File: src/rtl/pgreg_pkg.sv
package pgreg_pkg;
  localparam logic [2:0] OP_RD8   = 3'd0;
  localparam logic [2:0] OP_WR8   = 3'd1;
  localparam logic [2:0] OP_WR16  = 3'd2;
  localparam logic [2:0] OP_BURST = 3'd3;
  localparam logic [2:0] OP_SET   = 3'd4;
  localparam logic [2:0] OP_CLR   = 3'd5;

  typedef enum logic [2:0] {
    S_IDLE, S_PGO, S_PGD, S_OFS, S_RD, S_WHI, S_WLO
  } seq_state_t;
endpackage

File: src/rtl/pgreg_page_cache.sv
module pgreg_page_cache #(
  parameter int PAGE_W = 8
) (
  input  logic              clk,
  input  logic              rst,
  input  logic              load,
  input  logic [PAGE_W-1:0] load_page,
  input  logic [PAGE_W-1:0] req_page,
  output logic              hit
);
  logic              valid_q;
  logic [PAGE_W-1:0] page_q;

  always_ff @(posedge clk) begin
    if (rst) begin
      valid_q <= 1'b0;
      page_q  <= '0;
    end else if (load) begin
      valid_q <= 1'b1;
      page_q  <= load_page;
    end
  end

  assign hit = valid_q && (page_q == req_page);
endmodule

File: src/rtl/pgreg_modify.sv
module pgreg_modify #(
  parameter int DATA_W = 8
) (
  input  logic [DATA_W-1:0] old_val,
  input  logic [DATA_W-1:0] mask,
  input  logic              clear,
  output logic [DATA_W-1:0] new_val
);
  always_comb begin
    if (clear) new_val = old_val & ~mask;
    else       new_val = old_val | mask;
  end
endmodule

File: src/rtl/pgreg_seq.sv
module pgreg_seq
  import pgreg_pkg::*;
#(
  parameter int         MAX_BURST    = 128,
  parameter logic [7:0] PAGE_REG_OFS = 8'hFF,
  localparam int        LEN_W        = $clog2(MAX_BURST + 1)
) (
  input  logic             clk,
  input  logic             rst,
  input  logic             req_valid,
  output logic             req_ready,
  input  logic [2:0]       req_op,
  input  logic [15:0]      req_addr,
  input  logic [15:0]      req_wdata,
  input  logic [LEN_W-1:0] req_len,
  output logic             rsp_valid,
  output logic [7:0]       rsp_data,
  output logic             rsp_err,
  output logic             rsp_last,
  input  logic             cache_hit,
  output logic             cache_load,
  output logic [7:0]       cur_page,
  output logic [7:0]       mask,
  output logic             mod_clear,
  input  logic [7:0]       mod_new,
  output logic             bus_valid,
  output logic             bus_start,
  output logic             bus_stop,
  output logic             bus_read,
  output logic [7:0]       bus_wdata,
  input  logic             bus_done,
  input  logic             bus_nack,
  input  logic [7:0]       bus_rdata
);
  seq_state_t       st_q;
  logic [2:0]       op_q;
  logic [7:0]       ofs_q;
  logic [15:0]      data_q;
  logic [LEN_W-1:0] len_q, cnt_q;
  logic             wrph_q;
  logic             is_rmw, rd_phase, last_rd;

  function automatic logic [LEN_W-1:0] eff_len(input logic [2:0] op, input logic [LEN_W-1:0] n);
    if (op != OP_BURST || n == '0)   return LEN_W'(1);
    if (n > LEN_W'(MAX_BURST))       return LEN_W'(MAX_BURST);
    return n;
  endfunction

  assign is_rmw     = (op_q == OP_SET) || (op_q == OP_CLR);
  assign rd_phase   = (op_q == OP_RD8) || (op_q == OP_BURST) || (is_rmw && !wrph_q);
  assign last_rd    = (cnt_q == len_q - LEN_W'(1));
  assign req_ready  = (st_q == S_IDLE);
  assign cache_load = (st_q == S_PGD) && bus_done && !bus_nack;
  assign mask       = data_q[7:0];
  assign mod_clear  = (op_q == OP_CLR);

  always_comb begin
    bus_valid = (st_q != S_IDLE);
    bus_start = 1'b0;
    bus_stop  = 1'b0;
    bus_read  = 1'b0;
    bus_wdata = 8'h00;
    case (st_q)
      S_PGO: begin bus_wdata = PAGE_REG_OFS; bus_start = 1'b1; end
      S_PGD: begin bus_wdata = cur_page;     bus_stop  = 1'b1; end
      S_OFS: begin bus_wdata = ofs_q; bus_start = 1'b1; bus_stop = rd_phase; end
      S_RD:  begin bus_read = 1'b1; bus_start = (cnt_q == '0); bus_stop = last_rd; end
      S_WHI: bus_wdata = data_q[15:8];
      S_WLO: begin bus_wdata = data_q[7:0]; bus_stop = 1'b1; end
      default: ;
    endcase
  end

  always_ff @(posedge clk) begin
    if (rst) begin
      st_q      <= S_IDLE;
      op_q      <= OP_RD8;
      cur_page  <= '0;
      ofs_q     <= '0;
      data_q    <= '0;
      len_q     <= LEN_W'(1);
      cnt_q     <= '0;
      wrph_q    <= 1'b0;
      rsp_valid <= 1'b0;
      rsp_err   <= 1'b0;
      rsp_last  <= 1'b0;
      rsp_data  <= '0;
    end else begin
      rsp_valid <= 1'b0;
      rsp_err   <= 1'b0;
      rsp_last  <= 1'b0;
      if (st_q == S_IDLE) begin
        if (req_valid) begin
          op_q     <= req_op;
          cur_page <= req_addr[15:8];
          ofs_q    <= req_addr[7:0];
          data_q   <= req_wdata;
          len_q    <= eff_len(req_op, req_len);
          cnt_q    <= '0;
          wrph_q   <= 1'b0;
          if (req_op > OP_CLR) begin
            rsp_valid <= 1'b1;
            rsp_err   <= 1'b1;
            rsp_last  <= 1'b1;
          end else begin
            st_q <= cache_hit ? S_OFS : S_PGO;
          end
        end
      end else if (bus_done) begin
        if (bus_nack) begin
          rsp_valid <= 1'b1;
          rsp_err   <= 1'b1;
          rsp_last  <= 1'b1;
          st_q      <= S_IDLE;
        end else begin
          case (st_q)
            S_PGO: st_q <= S_PGD;
            S_PGD: st_q <= S_OFS;
            S_OFS: begin
              cnt_q <= '0;
              if (rd_phase)               st_q <= S_RD;
              else if (op_q == OP_WR16)   st_q <= S_WHI;
              else                        st_q <= S_WLO;
            end
            S_RD: begin
              if (is_rmw) begin
                data_q[7:0] <= mod_new;
                wrph_q      <= 1'b1;
                st_q        <= S_OFS;
              end else begin
                rsp_valid <= 1'b1;
                rsp_data  <= bus_rdata;
                rsp_last  <= last_rd;
                cnt_q     <= cnt_q + LEN_W'(1);
                if (last_rd) st_q <= S_IDLE;
              end
            end
            S_WHI: st_q <= S_WLO;
            S_WLO: begin
              rsp_valid <= 1'b1;
              rsp_last  <= 1'b1;
              rsp_data  <= data_q[7:0];
              st_q      <= S_IDLE;
            end
            default: st_q <= S_IDLE;
          endcase
        end
      end
    end
  end
endmodule

File: src/rtl/pgreg_bridge.sv
module pgreg_bridge #(
  parameter int         MAX_BURST    = 128,
  parameter logic [7:0] PAGE_REG_OFS = 8'hFF,
  localparam int        LEN_W        = $clog2(MAX_BURST + 1)
) (
  input  logic             clk,
  input  logic             rst,
  input  logic             req_valid,
  output logic             req_ready,
  input  logic [2:0]       req_op,
  input  logic [15:0]      req_addr,
  input  logic [15:0]      req_wdata,
  input  logic [LEN_W-1:0] req_len,
  output logic             rsp_valid,
  output logic [7:0]       rsp_data,
  output logic             rsp_err,
  output logic             rsp_last,
  output logic             bus_valid,
  output logic             bus_start,
  output logic             bus_stop,
  output logic             bus_read,
  output logic [7:0]       bus_wdata,
  input  logic             bus_done,
  input  logic             bus_nack,
  input  logic [7:0]       bus_rdata
);
  logic       cache_hit, cache_load, mod_clear;
  logic [7:0] cur_page, mask, mod_new;

  pgreg_page_cache #(.PAGE_W(8)) u_cache (
    .clk(clk), .rst(rst), .load(cache_load), .load_page(cur_page),
    .req_page(req_addr[15:8]), .hit(cache_hit)
  );

  pgreg_modify #(.DATA_W(8)) u_mod (
    .old_val(bus_rdata), .mask(mask), .clear(mod_clear), .new_val(mod_new)
  );

  pgreg_seq #(.MAX_BURST(MAX_BURST), .PAGE_REG_OFS(PAGE_REG_OFS)) u_seq (
    .clk(clk), .rst(rst),
    .req_valid(req_valid), .req_ready(req_ready), .req_op(req_op),
    .req_addr(req_addr), .req_wdata(req_wdata), .req_len(req_len),
    .rsp_valid(rsp_valid), .rsp_data(rsp_data), .rsp_err(rsp_err), .rsp_last(rsp_last),
    .cache_hit(cache_hit), .cache_load(cache_load), .cur_page(cur_page),
    .mask(mask), .mod_clear(mod_clear), .mod_new(mod_new),
    .bus_valid(bus_valid), .bus_start(bus_start), .bus_stop(bus_stop),
    .bus_read(bus_read), .bus_wdata(bus_wdata),
    .bus_done(bus_done), .bus_nack(bus_nack), .bus_rdata(bus_rdata)
  );
endmodule

File: config.mk
export PLATFORM = sky130hd
export DESIGN_NAME = pgreg_bridge
export DESIGN_NICKNAME = d
export VERILOG_FILES = /design/src/rtl/pgreg_pkg.sv /design/src/rtl/pgreg_page_cache.sv /design/src/rtl/pgreg_modify.sv /design/src/rtl/pgreg_seq.sv /design/src/rtl/pgreg_bridge.sv
export SDC_FILE = /design/constraint.sdc
export NUM_CORES = 1
export LEC_CHECK = 0
export BUFFER_PORTS_ARGS = -buffer_cell sky130_fd_sc_hd__buf_2
export CAP_MARGIN = 15
export CORE_UTILIZATION = 59
export CTS_CLUSTER_SIZE = 28
export DETAILED_ROUTE_END_ITERATION = 10
export GPL_TIMING_DRIVEN = 0
export PLACE_DENSITY_LB_ADDON = 0.3
export SLEW_MARGIN = 20
export SYNTH_ARGS = -nofsm -noshare
export SYNTH_HDL_FRONTEND = slang
export SYNTH_SLANG_ARGS = --single-unit
File: constraint.sdc
create_clock -name clk -period 4.3 [get_ports clk]
set_input_delay 0.215 -clock clk [delete_from_list [all_inputs] [get_ports clk]]
set_output_delay 0.215 -clock clk [all_outputs]
set_load 0.05 [all_outputs]
After elaboration in Yosys (flattened, before gate mapping)
Cells that the tools add are included.

Reduce and logical (&&, ||, !) cells: 27. Multiplexer cells: 64. Equal/unequal tests: 19. Add/sub/neg operators: 2. Bitwise logic cells: 5. Order comparisons: 2.

Operators with widths (count): 8-bit two-way mux (17); 8-bit one-hot mux with 5 select lines (1); 8-bit one-hot mux with 2 select lines (2); 1-bit two-way mux (29); 3-bit two-way mux (8); 8-bit == test (2); 8-bit zero test (2); 3-bit == test, second input constant (5); 3-bit one-hot mux with 5 select lines (1); 5-bit AND reduction (3); 3-bit by 2-bit == test with 1-bit output, second input constant (4); 8-bit by 1-bit adder with 8-bit output, second input constant (1); 8-bit bitwise AND (1); 8-bit greater-than comparator, second input constant (1); 2-bit != test, second input constant (4); 8-bit NOT (1); 8-bit bitwise OR (1); 2-bit nonzero test (4); 8-bit by 1-bit subtractor with 8-bit output, second input constant (1); 3-bit zero test (2); 1-bit one-hot mux with 2 select lines (3); 3-bit nonzero test (2); 5-bit by 3-bit != test with 1-bit output, second input constant (1); 1-bit logical AND (4); 12 further kinds (19).

Logic and storage cells: 134. Output and inout port bits: 24. Input bits: 56. Register bits: 75.

Longest topological paths before layout
Gate-level depths: netlist of the first run.

Depth after elaboration: 12. Depth in mapped cells: 9.

Modules after synthesis
A second synthesis of the first run with hierarchy kept.

Cell total of the unflattened synthesis: 498. Area total of the unflattened synthesis: 3876.2 um^2.

Modules (own cells, without submodules): pgreg_seq (area each 3353.2 um^2, sequential area each 1321.3 um^2, cells an instance 440, times used 1); pgreg_page_cache (area each 407.9 um^2, sequential area each 180.2 um^2, cells an instance 41, times used 1); pgreg_modify (area each 115.1 um^2, sequential area each 0.0 um^2, cells an instance 17, times used 1).

Worst setup path before layout of the first run
Ideal clock, no wire load.

Kind: reg2out. From: register u_seq.len_q[0]. To: output port bus_stop. Arrival time: 2.808 ns. Data required time: 4.085 ns. Path buffers: 1. Path slack: 1.277 ns. Stages on the path, launching flop included: 10. Cell sequence: dfxtp_1 inv_1 ha_1 buf_2 o21bai_1 a2111oi_0 a311oi_1 a22oi_1 a31oi_1 o21ai_0.

Longest elaborated chain between the ends: 3.

Ends and longest elaborated chain: start: declaration (line pgreg_seq.sv:39) `logic [LEN_W-1:0] len_q, cnt_q;`; start signal: assignment (line pgreg_seq.sv:98) `len_q <= eff_len(req_op, req_len);`; 8-bit by 1-bit subtractor with 8-bit output (line pgreg_seq.sv:51) `assign last_rd = (cnt_q == len_q - LEN_W'(1));`; 8-bit == test (line pgreg_seq.sv:51); 1-bit one-hot mux with 3 select lines (line pgreg_seq.sv:63) `case (st_q)`; end: declaration (line pgreg_bridge.sv:20) `output logic bus_stop,`.

Every way passes these cells.

Final worst setup path of the first run
Same ends and word-level chain as after synthesis.

==> flow_summary.toml, run 1 <==
[floorplanning]
io_pins = 80
die_width_um = 83.0
core_area_um2 = 6350
die_h_um = 83.0
start_util = 0.610
die_area_um2 = 6900
placementRows = 29

[timing]
clock_skew_ns = 0.0134
fin_ws_ns = 1.23
worst_slew_pin_slew_ns = 0.636
period_needed_ns = 3.07
setup_tns_ns = 0
period_share = 0.714
rsz0062_at_grt = "false"
whs_ns = 0.0807
final_hold_viol_count = 0
drv_slew = 0
relSlewSlack = 0.576
setup_viol = 0
fmax_mhz = 326

[logic_synthesis]
synth_compound_area_frac = 0.220
yosysSeqAreaShare = 0.387
yosys_warnings = 0
yosys.area_share.simple = 0.233
synth-async-reset-ratio = 0
synth-xor-area-share = 0.0497
ys_ff_latch = 75
synth_top_flop_cell = "dfxtp_1"
syn_inst = 505
ys_types = 57
synthMuxAreaShare = 0.0410
synth_nets = 564
synth_top_family_by_area = "simple AND/OR/NAND/NOR gates"
postSynthAreaPerCell_um2 = 7.67
synth_edf_count = 0
synthesis.area_um2 = 3870
synthAdderAreaFrac = 0.00969

[global_route]
antenna_found_initial = 0
grt-ovfl-total = 0
grt_max_degree = 15
grt_pass1_wl_um = 18100
grt_usage = 0.326
grt_pass1_vias = 3788

[placed_design]
port_buffers = 78
dp_slack_ns = 1.65
dp_hpwl_um = 8050
dp_cells = 660
gp_congestion = 0.933

[clock_network]
cts_resized = 0
postCtsSetupRepairBufs = 0
htree_levels = 3
cts_tree = "built"
cts_num_sinks = 75
clock_latency_ns = 0.36
cts-buffers-inserted = 9
clockBufferDepth = 2
root_buffer = "clkbuf_8"
ctsHoldBuffers = 0
path_clk_slew_ns = 0.09

[critical_path]
critPathLaunchType = "flop"
cp-end-kind = "output port"
path_class = "flop to output port"
required_ns = 4.09
cp.arrival_ns = 2.86
cp_max_fo = 8

[flow_run]
maxCapViolCount = 0

[pwr]
powerDensity_nw_per_um2 = 395
ir_drop_mv = 0.294
power_mw = 1.81
leakagePower_nw = 1.89

[layout]
fin_nets = 653
drive_gt1_frac = 0.194
area_growth_pct = 18.3
diodes = 0
fillCellCount = 518
stdcell_count = 676

[status]
outcome = "completed"

[routing]
drc = 0
vias_per_cell = 6.01
drt-pass1-iter-count = 5
wl_um = 11100
via_count = 4061
drt_first_iter_violations = 406
wire_per_inst_um = 16.4
postRouteAntennaNets = 0

[hold_path]
hp-class = "input pin to flop"
routing by layer:
layer	GRT usage	vias up	part of all wire
met4	0.149	0	0.025
met3	0.0487	29	0.086
met5	0	-	0
met1	0.447	1858	0.43
li1	-	1937	-
met2	0.507	237	0.45
final timing paths:
kind | start | to | depth (start not counted) | slack [ns]
worst max-delay path | u_seq.len_q[0] | bus_stop | 10 | 1.23
worst min register to register | u_seq.ofs_q[7] | u_seq.ofs_q[7] | 2 | 0.46
worst min-delay path | req_wdata[12] | u_seq.data_q[12] | 3 | 0.08
worst max register to register | u_seq.len_q[0] | u_seq.st_q[0] | 9 | 1.77
synth_stat cells (all sizes together), types with 8 or more instances:
cell / n / share of area
nand2: 99 / 0.096
a221oi: 10 / 0.023
o21ai: 26 / 0.035
o211ai: 8 / 0.015
dfxtp: 75 / 0.39
inv: 25 / 0.024
a311oi: 9 / 0.020
mux2i: 8 / 0.021
xor2: 9 / 0.020
nor2: 41 / 0.040
buf: 10 / 0.012
clkbuf: 24 / 0.023
a22oi: 10 / 0.019
xnor2: 13 / 0.029
nand3: 11 / 0.014
a21oi: 48 / 0.063
kinds of logic after synthesis:
group,Yosys count
AND/OR/NAND/NOR,198
buffers and inverters,59
adder cells (fa/ha/maj),3
XOR/XNOR,22
AO/OA/AOI/OAI,133
multiplexers,15
flip-flops,75
layout make-up:
cell class	instances	area (um^2)	share of cell area
Timing Repair Buffer	78	390	0.0852
Sequential cell	75	1500	0.328
Buffer	34	136	0.0297
Clock buffer	9	124	0.0270
Clock inverter	7	98.8	0.0216
Tap cell	77	96.3	0.0210
Multi-Input combinational cell	371	2140	0.468
Inverter	25	93.8	0.0205
critical path, stage by stage, from the launching register on:
cell       delay (ns)
dfxtp_1          0.47
inv_1            0.08
ha_1             0.19
buf_2            0.16
o21bai_1         0.16
a2111oi_0        0.44
a311oi_1         0.11
a22oi_1          0.25
a31oi_1          0.12
o21ai_0          0.22
buf_2            0.30
through the flow:
step	instance area, um^2	util
2_1_floorplan	3870	-
6_report	4580	0.722
4_1_cts	4580	0.722
3_3_place_gp	4360	0.687
3_5_place_dp	4360	0.687
5_1_grt	4580	0.722
state kept, by name (all words and copies together), names as in the netlist:
register and cells:
u_seq.data_q 16, u_seq.op_q 3, u_seq.rsp_last 1, u_seq.len_q 8
u_seq.ofs_q 8, u_cache.valid_q 1, u_seq.rsp_err 1, u_seq.wrph_q 1
u_cache.page_q 8, u_seq.cnt_q 8, u_seq.st_q 3, u_seq.cur_page 8
u_seq.rsp_data 8, u_seq.rsp_valid 1
where the power goes:
group	switching (mW)	total [mW]	internal [mW]
Clock	0.284	0.615	0.331
Sequential	0.0338	0.769	0.735
Combinational	0.296	0.427	0.131
Total	0.614	1.81	1.20
cell usage in the layout, fill, tap and decap left out, types with 9 or more instances in the layout:
cell type / instances
clkbuf_1: 24
a21oi_1: 47
a221oi_1: 10
xnor2_1: 13
a311oi_1: 9
o21ai_0: 25
nand2_1: 99
nand3_1: 11
buf_2: 85
dfxtp_1: 75
inv_1: 24
xor2_1: 9
a22oi_1: 10
clkbuf_8: 9
nor2_1: 41
No activity file was read; power rests on OpenSTA's default activity.
==> run 2: changes to the inputs <==
--- a/config.mk
+++ b/config.mk
@@ -5,9 +5,10 @@
 export SDC_FILE = /design/constraint.sdc
 export NUM_CORES = 1
 export LEC_CHECK = 0
+export ABC_AREA = 1
 export BUFFER_PORTS_ARGS = -buffer_cell sky130_fd_sc_hd__buf_2
 export CAP_MARGIN = 15
-export CORE_UTILIZATION = 59
+export CORE_UTILIZATION = 49
 export CTS_CLUSTER_SIZE = 28
 export DETAILED_ROUTE_END_ITERATION = 10
 export GPL_TIMING_DRIVEN = 0
==> constraint.sdc (replaced) <==
create_clock -name clk -period 2.6 [get_ports clk]
set_input_delay 0.13 -clock clk [delete_from_list [all_inputs] [get_ports clk]]
set_output_delay 0.13 -clock clk [all_outputs]
set_load 0.05 [all_outputs]
==> run 2 against run 1 <==
  * Power rose to 2.7 times the previous value
  * Clock skew down 0.0048 ns
  * Sequential power up 100%
  * Largest cell class unchanged
  * Combinational power rose to 5.5 times the previous value
  * Synthesized cell count rose by 10%
  * Largest power group is now combinational cells
  * Clock-buffer cell count increased by 1
  * Worst hold slack worse by 0.063 ns
==> flow_summary.toml, run 2 <==
[logic_synthesis]
yosys.area.top_type = "dfxtp_1"
synth-async-reset-ratio = 0
synthAdderAreaFrac = 0.00985
synthTopCellsByCount = "136 x nand2_1, 75 x dfxtp_1, 63 x inv_1"
yosys.area_share.simple = 0.270
synth_edf_count = 0
synth_top_family_by_area = "simple AND/OR/NAND/NOR gates"
ys_ff_latch = 75
synth_top_flop_cell = "dfxtp_1"
yosys-top-cells-area = "dfxtp_1 39%, nand2_1 13%, a21oi_1 7.7%, inv_1 6.2%, o21ai_0 5.1%"
syn_inst = 557
postSynthAreaPerCell_um2 = 6.84
synth_compound_area_frac = 0.217
synth-xor-area-share = 0.0115
synthesis.area_um2 = 3810
synth_top_area_frac = 0.394
yosysSeqAreaShare = 0.394
synthMuxAreaShare = 0
yosys_warnings = 0
synth_most_common_cell = "nand2_1"
synth_nets = 616
ys_types = 36

[clock_network]
postCtsSetupRepairBufs = 0
cts_resized = 0
ctsHoldBuffers = 0
cts-buffers-inserted = 9
clock_latency_ns = 0.35
root_buffer = "clkbuf_8"
htree_levels = 3
path_clk_slew_ns = 0.08
cts_tree = "built"
clockBufferDepth = 2
cts_num_sinks = 75

[floorplanning]
die_area_um2 = 8140
die_h_um = 90.2
start_util = 0.517
core_area_um2 = 7370
die_width_um = 90.2
io_pins = 80
placementRows = 31

[routing]
wire_per_inst_um = 14.4
drt_first_iter_violations = 293
drt-pass1-iter-count = 5
postRouteAntennaNets = 0
vias_per_cell = 5.42
drc = 0
via_count = 4057
wl_um = 10800

[critical_path]
cp_max_fo = 10
cp.arrival_ns = 2.31
path_class = "flop to output port"
required_ns = 2.47
cp-end-kind = "output port"
critPathLaunchType = "flop"
r2r-start = "u_seq.len_q[0]"
startpoint = "u_seq.st_q[2]"

[flow_run]
maxCapViolCount = 0

[placed_design]
port_buffers = 78
dp_hpwl_um = 8310
gp_congestion = 0.868

[timing]
final_hold_viol_count = 0
drv_slew = 0
clock_skew_ns = 0.00860
setup_tns_ns = 0
period_share = 0.940
rsz0062_at_grt = "false"
relSlewSlack = 0.569
fmax_mhz = 409
period_needed_ns = 2.44
setup_viol = 0
worst_slew_pin_slew_ns = 0.647

[global_route]
grt-ovfl-total = 0
grt_max_degree = 13
antenna_found_initial = 0
grt_pass1_wl_um = 17900
grt_pass1_vias = 3872
grt_usage = 0.275

[layout]
largest_reg_flops = 16
diodes = 0
area_growth_pct = 19.3
mostFrequentLayoutCells = "136 x nand2_1, 83 x buf_2, 74 x dfxtp_1"
utilization = 0.617
drive_gt1_frac = 0.198
fin_nets = 705
regMostFlops = "u_seq.data_q"
final_common_cell = "nand2_1"

[pwr]
leakagePower_nw = 1.99
powerDensity_nw_per_um2 = 1070
ir_drop_mv = 0.821

[hold_path]
worstHoldStart = "req_wdata[11]"
hp-class = "input pin to flop"

[status]
outcome = "completed"
run 2: final cells by class:
class / instances / area, um^2
multi-input combinational: 389 / 1950
sequential: 75 / 1500
inverter: 73 / 274
clock buffer: 10 / 128
timing repair buffer: 78 / 397
buffer: 20 / 97.6
fill: 700 / 2820
clock inverter: 5 / 78.8
tap: 99 / 124
run 2: routing by layer:
metal	track usage	wire [um]	up-vias
li1	-	-	2037
met1	0.333	4540	1854
met2	0.471	5220	143
met3	0.0584	723	23
met4	0.113	314	0
met5	0	0	-
run 2: report_power, final:
| part | switching [mW] | internal (mW) |
|---|---|---|
| Combinational | 1.69 | 0.657 |
| Sequential | 0.151 | 1.39 |
| Clock | 0.433 | 0.534 |
| Total | 2.28 | 2.58 |
run 2: worst max-delay path, stage by stage (launching register included):
cell and delay, ns:
dfxtp_1 0.48, inv_2 0.15, nor2_4 0.27, clkinv_1 0.34
nor2_1 0.17, inv_1 0.09, o2111ai_1 0.13, buf_2 0.31
run 2: cells by family after synthesis:
family | after synthesis
AO/OA/AOI/OAI | 145
buffers and inverters | 93
adder cells (fa/ha/maj) | 3
AND/OR/NAND/NOR | 236
flip-flops | 75
XOR/XNOR | 5
run 2: path summary, 6_finish.rpt:
| kind | end | slack (ns) | depth (start not counted) |
|---|---|---|---|
| max | bus_wdata[1] | 0.16 | 7 |
| max reg2reg | u_seq.st_q[2] | 0.64 | 14 |
| min reg2reg | u_seq.data_q[15] | 0.46 | 2 |
| min | u_seq.data_q[11] | 0.02 | 3 |
run 2: per-stage QoR:
stage / cell area, um^2 / power (mW) / worst slack, ns / hold WS [ns] / cells
finish: 4550 / 4.86 / 0.156 / 0.0174 / 749
global route: 4550 / 5.17 / 0.0519 / 0.0184 / 749
CTS: 4530 / 4.81 / 0.0343 / 0.0104 / 749
detailed placement: 4330 / 3.85 / 0.435 / 0.385 / 734
global placement: 4330 / 3.80 / 0.444 / 0.381 / 734
floorplan: 3810 / 3.28 / 0.368 / 0.273 / 557
==> run 3: changes to the inputs <==
--- a/config.mk
+++ b/config.mk
@@ -8,6 +8,7 @@
 export ABC_AREA = 1
 export BUFFER_PORTS_ARGS = -buffer_cell sky130_fd_sc_hd__buf_2
 export CAP_MARGIN = 15
+export CORE_MARGIN = 2
 export CORE_UTILIZATION = 49
 export CTS_CLUSTER_SIZE = 28
 export DETAILED_ROUTE_END_ITERATION = 10
==> run 3 against run 2 <==
  * Worst setup slack worse by 0.019 ns
  * Combinational power hardly changed
  * Critical path depth is 6 higher
  * Clock skew hardly changed
  * Clock power is 3.1% lower
  * Flip-flop and latch count stayed put
  * Register-to-register slack worse by 0.03 ns
  * Maximum frequency is 0.79% lower
  * Cell area is 0.19% lower
  * First-iteration DRC count is 7.5% lower
  * Worst hold slack worse by 0.0080 ns
  * Highest routed layer unchanged
==> flow_summary.toml, run 3 (synthesis results as in run 2) <==
[routing]
postRouteAntennaNets = 0
drt-pass1-iter-count = 5
drt_first_iter_violations = 271
drc = 0
wl_um = 11100
wl_met1_um = 4790
wl_met3_um = 711
top_layer = "met4"
via_count = 4079
wl_met2_um = 5340
vias_per_cell = 5.42
wire_per_inst_um = 14.7

[global_route]
grt_max_degree = 14
grt_usage = 0.266
grt_pass1_wl_um = 17800
grt-ovfl-total = 0
grt_pass1_vias = 3861
antenna_found_initial = 0

[timing]
final_hold_viol_count = 0
drv_slew = 0
rsz0062_at_grt = "false"
clock_skew_ns = 0.00905
setup_tns_ns = 0
period_needed_ns = 2.46
relSlewSlack = 0.569
worst_slew_pin_slew_ns = 0.646
fmax_mhz = 406
setup_viol = 0
period_share = 0.948

[floorplanning]
core_area_um2 = 7650
die_width_um = 92.2
die_area_um2 = 8500
die_h_um = 92.2
placementRows = 32
start_util = 0.499
io_pins = 80

[clock_network]
clockBufferDepth = 2
cts_num_sinks = 75
ctsHoldBuffers = 0
cts_tree = "built"
clock_latency_ns = 0.36
root_buffer = "clkbuf_8"
cts-buffers-inserted = 9
path_clk_slew_ns = 0.08
htree_levels = 3
postCtsSetupRepairBufs = 0

[layout]
stdcell_count = 753
fin_nets = 705
drive_gt1_frac = 0.198
multi_input_area_um2 = 1940
fillCellCount = 747
regMostFlops = "u_seq.data_q"
diodes = 0
final_common_cell = "nand2_1"
mostFrequentLayoutCells = "136 x nand2_1, 83 x buf_2, 74 x dfxtp_1"
seq_area_um2 = 1500
utilization = 0.594
largest_reg_flops = 16
area_growth_pct = 19.1

[critical_path]
cp_top_family = "simple AND/OR/NAND/NOR gates"
cp_num_buf_inv = 3
r2r-start = "u_seq.len_q[0]"
crit_chain = "inv_1 > ha_1 > inv_1 > nand2_1 > nand2_1 > nor2_1 > nand2_1 > nor2_1 > nand2_1 > nor2_1 > nand2_1 > o221ai_1 > buf_4"
cp_common_cell = "nand2_1"
r2r_slack_ns = 0.61
path_class = "flop to output port"
reg2regPathDepth = 15
crit_path_max_incr_delay_ns = 0.38
critPathLaunchType = "flop"
required_ns = 2.47
cp-end-kind = "output port"
crit_slowest_cell = "dfxtp_2"
r2r_end = "u_seq.st_q[0]"
path_depth = 13
cp.arrival_ns = 2.33
cp_max_fo = 5

[placed_design]
gp_congestion = 0.888
dp_cells = 737
port_buffers = 78
dp_hpwl_um = 8270

[hold_path]
min_to = "u_seq.data_q[11]"
worstHoldStart = "req_wdata[11]"
hp-class = "input pin to flop"
hold_depth = 3

[pwr]
powerDensity_nw_per_um2 = 1060
ir_drop_mv = 0.790
leakagePower_nw = 1.98

[flow_run]
maxCapViolCount = 0

[status]
outcome = "completed"
==> run 3: how the worst max path moves through the flow <==
stage,startpoint,to,slack [ns]
3_3_place_gp,u_seq.len_q[0],bus_stop,0.40
4_1_cts,u_seq.len_q[0],bus_stop,0.01
2_1_floorplan,u_seq.len_q[0],bus_stop,0.37
5_1_grt,u_seq.len_q[0],bus_stop,0.005
6_report,u_seq.len_q[0],bus_stop,0.14
3_5_place_dp,u_seq.len_q[0],bus_stop,0.42
==> run 3: layout make-up <==
class / instances / share of cell area
well taps: 102 / 0.0281
flip-flops and latches: 75 / 0.331
multi-input cells: 389 / 0.427
repair buffers: 78 / 0.0865
inverters: 73 / 0.0612
plain buffers: 20 / 0.0215
clock inverters: 5 / 0.0135
clock buffers: 11 / 0.0311
==> run 3: where the power goes <==
| group | internal [mW] | switching (mW) | total, mW |
|---|---|---|---|
| clock network | 0.473 | 0.463 | 0.937 |
| logic | 0.642 | 1.70 | 2.34 |
| registers | 1.39 | 0.152 | 1.54 |
| total | 2.50 | 2.32 | 4.82 |
==> run 3: metrics by stage <==
step / hold WS [ns] / instance area (um^2) / setup WS, ns / total power, mW
finish: 0.00940 / 4540 / 0.136 / 4.82
global route: 0.0282 / 4540 / 0.00506 / 5.10
CTS: 0.0158 / 4530 / 0.0126 / 4.78
detailed placement: 0.386 / 4330 / 0.424 / 3.86
global placement: 0.382 / 4330 / 0.400 / 3.81
floorplan: 0.273 / 3810 / 0.368 / 3.28
==> run 3: timing repair <==
action                                 in CTS  in global routing
resized for setup                           0                  4
setup endpoints to repair                   0                  2
endpoints found under the hold margin       0                  0
==> run 3: layer usage <==
layer	up-vias	track usage
li1	2025	-
met1	1886	0.330
met2	141	0.465
met3	27	0.0526
met4	0	0.0796
met5	-	0
==> run 3: worst register-to-register path, stage by stage, from the launching register on <==
cell     delay [ns]
dfxtp_2        0.38
inv_1          0.11
ha_1           0.33
inv_1          0.04
nand2_1        0.05
nand2_1        0.04
nor2_1         0.10
nand2_1        0.06
nor2_1         0.11
nand2_1        0.06
nor2_1         0.11
nand2_1        0.10
nand2_1        0.12
nand2_1        0.11
nor2_1         0.11
nor2_1         0.05
